File: config.mk
export PLATFORM = sky130hd
export DESIGN_NAME = apd_decoder
export DESIGN_NICKNAME = d
export VERILOG_FILES = /design/src/rtl/apd_pkg.sv /design/src/rtl/apd_rst_sync.sv /design/src/rtl/apd_classify.sv /design/src/rtl/apd_desc_reg.sv /design/src/rtl/apd_decoder.sv
export SDC_FILE = /design/constraint.sdc
export NUM_CORES = 1
export LEC_CHECK = 0
export ABC_CLOCK_PERIOD_IN_PS = 1500
export BUFFER_PORTS_ARGS = -buffer_cell sky130_fd_sc_hd__buf_2
export CORE_AREA = 10 10 91 93
export CTS_BUF_LIST = sky130_fd_sc_hd__clkbuf_16
export DETAILED_ROUTE_END_ITERATION = 7
export DIE_AREA = 0 0 101 103
export GPL_TIMING_DRIVEN = 0
export SLEW_MARGIN = 40
export SYNTH_ARGS = -nofsm -noshare
export SYNTH_HDL_FRONTEND = slang
export SYNTH_SLANG_ARGS = --single-unit
File: constraint.sdc
create_clock -name clk -period 1.5 [get_ports clk]
set_input_delay 0.3 -clock clk [delete_from_list [all_inputs] [get_ports clk]]
set_output_delay 0.3 -clock clk [all_outputs]
set_load 0.02 [all_outputs]
File: src/rtl/apd_pkg.sv
package apd_pkg;
  localparam int BYTE_W = 8;
  localparam int LEN_W  = 3;
  localparam int MAX_OPND = 4;

  localparam logic [BYTE_W-1:0] PFX_EXT   = 8'h72;
  localparam logic [BYTE_W-1:0] PFX_SWAP  = 8'h90;
  localparam logic [BYTE_W-1:0] PFX_IND_Y = 8'h91;
  localparam logic [BYTE_W-1:0] PFX_IND_X = 8'h92;

  typedef enum logic [2:0] {
    AM_NONE   = 3'd0,
    AM_DIRECT = 3'd1,
    AM_OFFIDX = 3'd2,
    AM_PTR8   = 3'd3,
    AM_PTR16  = 3'd4,
    AM_SPREL  = 3'd5
  } amode_e;

  typedef struct packed {
    logic             illegal;
    logic             ext;
    logic [1:0]       awid;
    logic             reg_y;
    logic             idx_y;
    amode_e           mode;
    logic [LEN_W-1:0] len;
  } desc_t;

  function automatic logic is_prefix(input logic [BYTE_W-1:0] b);
    return (b == PFX_EXT) || (b == PFX_SWAP) ||
           (b == PFX_IND_Y) || (b == PFX_IND_X);
  endfunction
endpackage

File: src/rtl/apd_rst_sync.sv
module apd_rst_sync #(
  parameter int STAGES = 2
) (
  input  logic clk,
  input  logic rst_n,
  output logic rst_sync_n
);
  logic [STAGES-1:0] sh_q;

  always_ff @(posedge clk or negedge rst_n) begin
    if (!rst_n) sh_q <= '0;
    else        sh_q <= {sh_q[STAGES-2:0], 1'b1};
  end

  assign rst_sync_n = sh_q[STAGES-1];
endmodule

File: src/rtl/apd_classify.sv
module apd_classify
  import apd_pkg::*;
(
  input  logic              pfx_vld,
  input  logic [BYTE_W-1:0] pfx,
  input  logic [BYTE_W-1:0] opc,
  output desc_t             desc,
  output logic [LEN_W-1:0]  nops
);
  logic       p_ext, p_swap, p_iy, p_ix, swap, word_op, indexed;
  logic [3:0] row;
  amode_e     mode;
  logic [1:0] awid;

  assign p_ext   = pfx_vld && (pfx == PFX_EXT);
  assign p_swap  = pfx_vld && (pfx == PFX_SWAP);
  assign p_iy    = pfx_vld && (pfx == PFX_IND_Y);
  assign p_ix    = pfx_vld && (pfx == PFX_IND_X);
  assign swap    = p_swap | p_iy;
  assign row     = opc[7:4];
  assign word_op = (opc[3:0] == 4'h3) || (opc[3:0] == 4'hE);

  always_comb begin
    mode = AM_NONE;
    nops = '0;
    awid = 2'd0;
    unique case (row)
      4'h0, 4'h1: begin
        if (!pfx_vld) begin
          mode = AM_SPREL;  nops = 3'd1; awid = 2'd1;
        end else if (p_ext) begin
          mode = AM_DIRECT; nops = 3'd2; awid = 2'd2;
        end
      end
      4'h5: begin
        if (p_ext) begin
          mode = AM_DIRECT; nops = 3'(MAX_OPND); awid = 2'd2;
        end
      end
      4'hB: begin mode = AM_DIRECT; nops = 3'd1; awid = 2'd1; end
      4'hC: begin mode = AM_DIRECT; nops = 3'd2; awid = 2'd2; end
      4'hD: begin
        if (p_ext) begin
          mode = AM_PTR16;  nops = 3'd2; awid = 2'd2;
        end else if (p_iy || p_ix) begin
          mode = AM_PTR8;   nops = 3'd1; awid = 2'd1;
        end else begin
          mode = AM_OFFIDX; nops = 3'd2; awid = 2'd2;
        end
      end
      4'hE: begin mode = AM_OFFIDX; nops = 3'd1; awid = 2'd1; end
      4'hF: begin mode = AM_OFFIDX; nops = 3'd0; awid = 2'd0; end
      default: ;
    endcase
  end

  assign indexed = (mode == AM_OFFIDX) || (mode == AM_PTR8) || (mode == AM_PTR16);

  always_comb begin
    desc.illegal = 1'b0;
    desc.ext     = p_ext;
    desc.awid    = awid;
    desc.reg_y   = (indexed && word_op) ^ swap;
    desc.idx_y   = indexed && swap;
    desc.mode    = mode;
    desc.len     = nops + 3'd1 + {2'b00, pfx_vld};
  end
endmodule

File: src/rtl/apd_desc_reg.sv
module apd_desc_reg
  import apd_pkg::*;
(
  input  logic  clk,
  input  logic  rst_n,
  input  logic  load,
  input  desc_t d,
  output desc_t q,
  output logic  done
);
  always_ff @(posedge clk or negedge rst_n) begin
    if (!rst_n) begin
      q    <= '0;
      done <= 1'b0;
    end else begin
      done <= load;
      if (load) q <= d;
    end
  end
endmodule

File: src/rtl/apd_decoder.sv
module apd_decoder
  import apd_pkg::*;
(
  input  logic       clk,
  input  logic       rst_n,
  input  logic       in_valid,
  input  logic [7:0] in_data,
  output logic       in_ready,
  output logic       dsc_done,
  output logic [2:0] dsc_len,
  output logic       dsc_reg_y,
  output logic       dsc_idx_y,
  output logic [2:0] dsc_mode,
  output logic [1:0] dsc_awid,
  output logic       dsc_ext,
  output logic       dsc_illegal
);
  typedef enum logic [1:0] {S_FIRST, S_OPC, S_OPND} st_e;

  logic              srst_n, fire, emit;
  st_e               st_q, st_n;
  logic [BYTE_W-1:0] pfx_q, pfx_n;
  logic [LEN_W-1:0]  rem_q, rem_n, cls_nops;
  desc_t             hold_q, hold_n, cls_desc, emit_desc, out_q;
  logic              rdy_q;

  apd_rst_sync #(.STAGES(2)) u_rst (
    .clk(clk), .rst_n(rst_n), .rst_sync_n(srst_n)
  );

  apd_classify u_cls (
    .pfx_vld(st_q == S_OPC), .pfx(pfx_q), .opc(in_data),
    .desc(cls_desc), .nops(cls_nops)
  );

  assign fire = in_valid && rdy_q;

  always_comb begin
    st_n      = st_q;
    pfx_n     = pfx_q;
    rem_n     = rem_q;
    hold_n    = hold_q;
    emit      = 1'b0;
    emit_desc = hold_q;
    if (fire) begin
      unique case (st_q)
        S_FIRST, S_OPC: begin
          if (is_prefix(in_data)) begin
            if (st_q == S_FIRST) begin
              pfx_n = in_data;
              st_n  = S_OPC;
            end else begin
              emit              = 1'b1;
              emit_desc         = '0;
              emit_desc.illegal = 1'b1;
              emit_desc.len     = 3'd2;
              st_n              = S_FIRST;
            end
          end else if (cls_nops == '0) begin
            emit      = 1'b1;
            emit_desc = cls_desc;
            st_n      = S_FIRST;
          end else begin
            hold_n = cls_desc;
            rem_n  = cls_nops;
            st_n   = S_OPND;
          end
        end
        S_OPND: begin
          if (rem_q == 3'd1) begin
            emit = 1'b1;
            st_n = S_FIRST;
          end
          rem_n = rem_q - 3'd1;
        end
        default: st_n = S_FIRST;
      endcase
    end
  end

  always_ff @(posedge clk or negedge srst_n) begin
    if (!srst_n) begin
      st_q   <= S_FIRST;
      pfx_q  <= '0;
      rem_q  <= '0;
      hold_q <= '0;
      rdy_q  <= 1'b0;
    end else begin
      rdy_q <= 1'b1;
      if (fire) begin
        st_q   <= st_n;
        pfx_q  <= pfx_n;
        rem_q  <= rem_n;
        hold_q <= hold_n;
      end
    end
  end

  apd_desc_reg u_out (
    .clk(clk), .rst_n(srst_n), .load(emit), .d(emit_desc),
    .q(out_q), .done(dsc_done)
  );

  assign in_ready    = rdy_q;
  assign dsc_len     = out_q.len;
  assign dsc_reg_y   = out_q.reg_y;
  assign dsc_idx_y   = out_q.idx_y;
  assign dsc_mode    = out_q.mode;
  assign dsc_awid    = out_q.awid;
  assign dsc_ext     = out_q.ext;
  assign dsc_illegal = out_q.illegal;
endmodule

==> tab_implementation.tex <==
\begin{tabular}{lr}
\hline
Metric & Value \\
\hline
\multicolumn{2}{l}{\textbf{Status}} \\
\quad Result of the run & finished with violations \\
\quad Violated checks & setup timing \\
\multicolumn{2}{l}{\textbf{STA}} \\
\quad Upper clock frequency limit & 439 MHz \\
\quad Total setup violations reported at the end of the flow & 35 \\
\quad Worst-Margin Slew & between 0.6 and 0.7 ns \\
\quad Count of endpoints failing hold in the final timing report & 0 \\
\quad Final period util & 152\% \\
\quad Max transition margin & approximately three fifths \\
\quad Period minus WS final & 2.28 ns \\
\quad Worst clock skew & about 0.0060 ns \\
\quad Hold slack final & roughly 0.26 ns \\
\quad Worst setup margin & -0.777 ns \\
\quad Final Max Slew Viols & 0 \\
\quad Unrepaired setup endpoints after global routing & true \\
\multicolumn{2}{l}{\textbf{Logic synthesis}} \\
\quad Ys flop type & dfrtp\_1 \\
\quad Area fraction in and, or, nand and nor cells after synthesis & 17.8\% \\
\quad Mean post-synth cell area & 10.6 sq um \\
\quad Compound-gate portion of the synthesized area & 21.1\% \\
\quad Async set-or-reset flop fraction in the synthesized netlist & 100\% \\
\quad Main combinational cell family by area after synthesis & compound AO/OA/AOI/OAI gates \\
\quad Synth Area in XOR/XNOR & under 10\% \\
\quad Number of distinct standard cells referenced by the synthesized netlist & 66 \\
\quad Synth warnings & 0 \\
\quad Post-Syn Area & between 2000 and 2500 sq um \\
\quad Share of synthesized area spent on multiplexers & 8.05\% \\
\quad Synth Area in Adders & under 10\% \\
\quad Gate count of the mapped netlist & roughly 210 \\
\quad Number of enable flip-flop cells after synthesis & 0 \\
\quad Seq/Total Area, Yosys & 44.7\% \\
\quad Count of state elements after synthesis & 40 \\
\multicolumn{2}{l}{\textbf{Setup path}} \\
\quad CP max-delay cell & dfrtp\_2 \\
\quad CP peak stage delay & 0.44 ns \\
\quad Critical R2R Capture & hold\_q[2] \\
\quad Category of the worst setup path launch point & flop \\
\quad Launching point of the worst reg2reg path & st\_q[1] \\
\quad Category of the critical setup timing path & flop to flop \\
\quad End of the critical path & hold\_q[2] \\
\quad Highest fanout seen on the critical path & 3 \\
\quad Worst Reg2Reg Path Length in Cells & 10 \\
\quad Flop2flop setup slack & -0.78 ns \\
\quad Ordered list of cells on the worst path & nor4b\_4 -> nand4\_1 -> buf\_4 -> buf\_6 -> o21ai\_2 -> a21o\_1 -> inv\_2 -> ha\_4 -> xnor2\_2 -> mux2\_4 \\
\quad Setup crit end kind & flop \\
\quad Crit path buffers/inverters & 3 \\
\quad Count of cell instances traversed by the critical path & 10 \\
\quad Worst setup path startpoint & st\_q[1] \\
\quad Dominant delay contributor by cell family on the critical path & simple AND/OR/NAND/NOR gates \\
\quad Required time at the endpoint of the critical path & between 1.5 and 2 ns \\
\quad Arrival time worst endpoint & about 2.4 ns \\
\multicolumn{2}{l}{\textbf{Global route}} \\
\quad Number of global-route vias before repair & a little over 2000 \\
\quad GR Overflow Total & 0 \\
\quad Overall global routing resource usage & between 10\% and 20\% \\
\quad Wire length of the first global-routing pass & 10.6 mm \\
\quad Number of antenna violations at the first check in global routing & 0 \\
\quad Maximum number of pins on one net before global-route repair & 39 \\
\multicolumn{2}{l}{\textbf{Clocking}} \\
\quad Maximum level of the CTS H-tree & 2 \\
\quad Maximum root-to-sink buffer count & 2 \\
\quad Number of sinks driven by the clock tree & 40 \\
\quad TritonCTS clock tree & built \\
\quad CTS Buf Count & 5 \\
\quad Worst skew pair latency & between 0.2 and 0.3 ns \\
\quad Worst-path clk slew & $\sim$0.060 ns \\
\quad Cell at the root of the clock tree & clkbuf\_16 \\
\multicolumn{2}{l}{\textbf{Layout}} \\
\quad Synthesis-to-finish area growth & 52.8\% \\
\quad Net count reported at finish & between 200 and 300 \\
\quad Utilization after layout & about 52\% \\
\quad Number of antenna cells inserted & 0 \\
\quad Layout cell share with drive strength beyond 1 & about half \\
\quad Fillers & between 500 and 600 \\
\multicolumn{2}{l}{\textbf{Floorplan}} \\
\quad Core Rows & 30 \\
\quad Die Wd & $\sim$100 um \\
\quad Placeable core region & approximately 6600 sq um \\
\quad Area enclosed by the die boundary & between 10000 and 15000 sq um \\
\quad Number of placed I/O pins & 25 \\
\quad Vert. Die Dim & 103 um \\
\quad Initial core utilization & between 30\% and 40\% \\
\multicolumn{2}{l}{\textbf{Placement}} \\
\quad Weighted congestion reported at the end of routability-driven placement & 0.813 \\
\quad Estimated wirelength of the detail-placed design & $\sim$4.0 mm \\
\quad \# port buffers & 22 \\
\multicolumn{2}{l}{\textbf{Pwr}} \\
\quad Maximum vdd ir drop & roughly 660 uV \\
\quad Standby leakage power & about 0.0015 uW \\
\quad Pwr/cell area & 1200 nW/um\^{}2 \\
\multicolumn{2}{l}{\textbf{Route}} \\
\quad Residual DRC count & 0 \\
\quad Antenna violation net count after detailed routing & 0 \\
\quad Routed WL per cell & between 15 and 20 um \\
\quad Total wirelength of the detailed-routed design & just under 7 mm \\
\quad Number of vias per cell & 5.46 \\
\quad Drt pass-1 iters & 4 \\
\quad Total number of vias & about 2000 \\
\quad Iteration-0 DRC Markers & roughly 140 \\
\multicolumn{2}{l}{\textbf{Hold path}} \\
\quad WHS Path Cells & 2 \\
\quad HP Class & input pin to flop \\
\multicolumn{2}{l}{\textbf{Flow run}} \\
\quad Reported max-cap violation count & 0 \\
\hline
\end{tabular}
-- worst min path at each step --
stage                    start            end  slack (ns)
floorplan                rst_n  u_rst.sh_q[0]       0.004
global placement         rst_n  u_rst.sh_q[0]        0.09
global route        in_data[0]       pfx_q[0]        0.26
CTS                 in_data[1]       pfx_q[1]        0.30
finish              in_data[0]       pfx_q[0]        0.26
detailed placement       rst_n  u_rst.sh_q[0]        0.09
-- flip-flops by register name (all words and copies together), names as in the netlist --
signal	flops
st_q	2
u_rst.sh_q	2
rem_q	3
in_ready	1
u_out.q	12
pfx_q	8
hold_q	11
u_out.done	1
-- cells in the mapped netlist (3+ instances only) --
cell      instances  area share (%)
mux2_4            5             3.4
and2_1            3            0.84
o21ai_0          12             2.7
o21ai_1           4            0.89
mux2_1            3             1.5
ha_1              4             2.2
inv_1            12             2.0
nand2_1           9             1.5
nor2_1           14             2.3
dfrtp_1          40              45
a31oi_1           8             2.2
nand2b_1          6             1.7
clkbuf_1          4            0.67
a21oi_1           9             2.0
buf_2             3            0.67
o31ai_1           3             1.0
mux2i_1           6             2.7
o22a_1            6             2.3
nor4_1            4             1.1
-- layout make-up --
class	instances	area, sq um	share of cell area, %
clock buffers	5	125	3.66
plain buffers	10	103	3.00
repair buffers	65	559	16.4
clock inverters	3	18.8	0.549
flip-flops and latches	40	1010	29.5
well taps	80	100	2.93
multi-input cells	150	1460	42.7
inverters	12	45.0	1.32
-- cells by family after synthesis --
kind of cell    Yosys count
simple gates             63
mux                      15
compound gates           63
other cells               1
buf+inv                  23
flops                    40
xor+xnor                  3
fa+ha+maj                 4
-- where the power goes --
part | switching, uW | internal [uW] | leakage [uW] | total [uW]
Combinational | 783 | 682 | 0.000947 | 1460
Sequential | 222 | 1370 | 0.000502 | 1590
Clock | 452 | 613 | 0.0000736 | 1070
-- metal layers --
layer  global-route usage, %  up-vias  share of wire [%]
met1                    16.1      987                 45
met2                    20.5       53                 48
met5                       0        -                  0
li1                        -      938                  -
met3                    3.28       14                4.6
met4                    6.43        0                2.7
-- placed cells by master (no fill, tap or decap), types with 6 or more instances in the layout --
master,instances
inv_1,10
o21ai_2,8
buf_6,16
mux2_4,9
nand2_1,6
buf_4,26
buf_2,20
mux2i_1,6
o22a_1,6
clkbuf_16,6
dfrtp_1,37
nor2_1,11
-- per-stage QoR --
step	area (sq um)	power (uW)	worst slack [ns]	cells	TNS [ns]
after floorplan	2360	2380	-0.630	213	-11.43
final	3420	4120	-0.777	365	-14.09
after detailed placement	2580	2730	-1.25	315	-23.51
after CTS	3200	4020	-0.734	355	-12.02
after global routing	3420	4340	-0.870	365	-16.73
after global placement	2570	2680	-1.20	315	-30.88
-- what timing repair did --
action,in CTS,in global routing
gates cloned,2,0
hold endpoints to repair,2,0
buffers inserted,33,13
setup endpoints to repair,37,35
pin swaps,15,12
resized for setup,50,35
hold buffers,1,0
(Power assumes the default switching activity.)
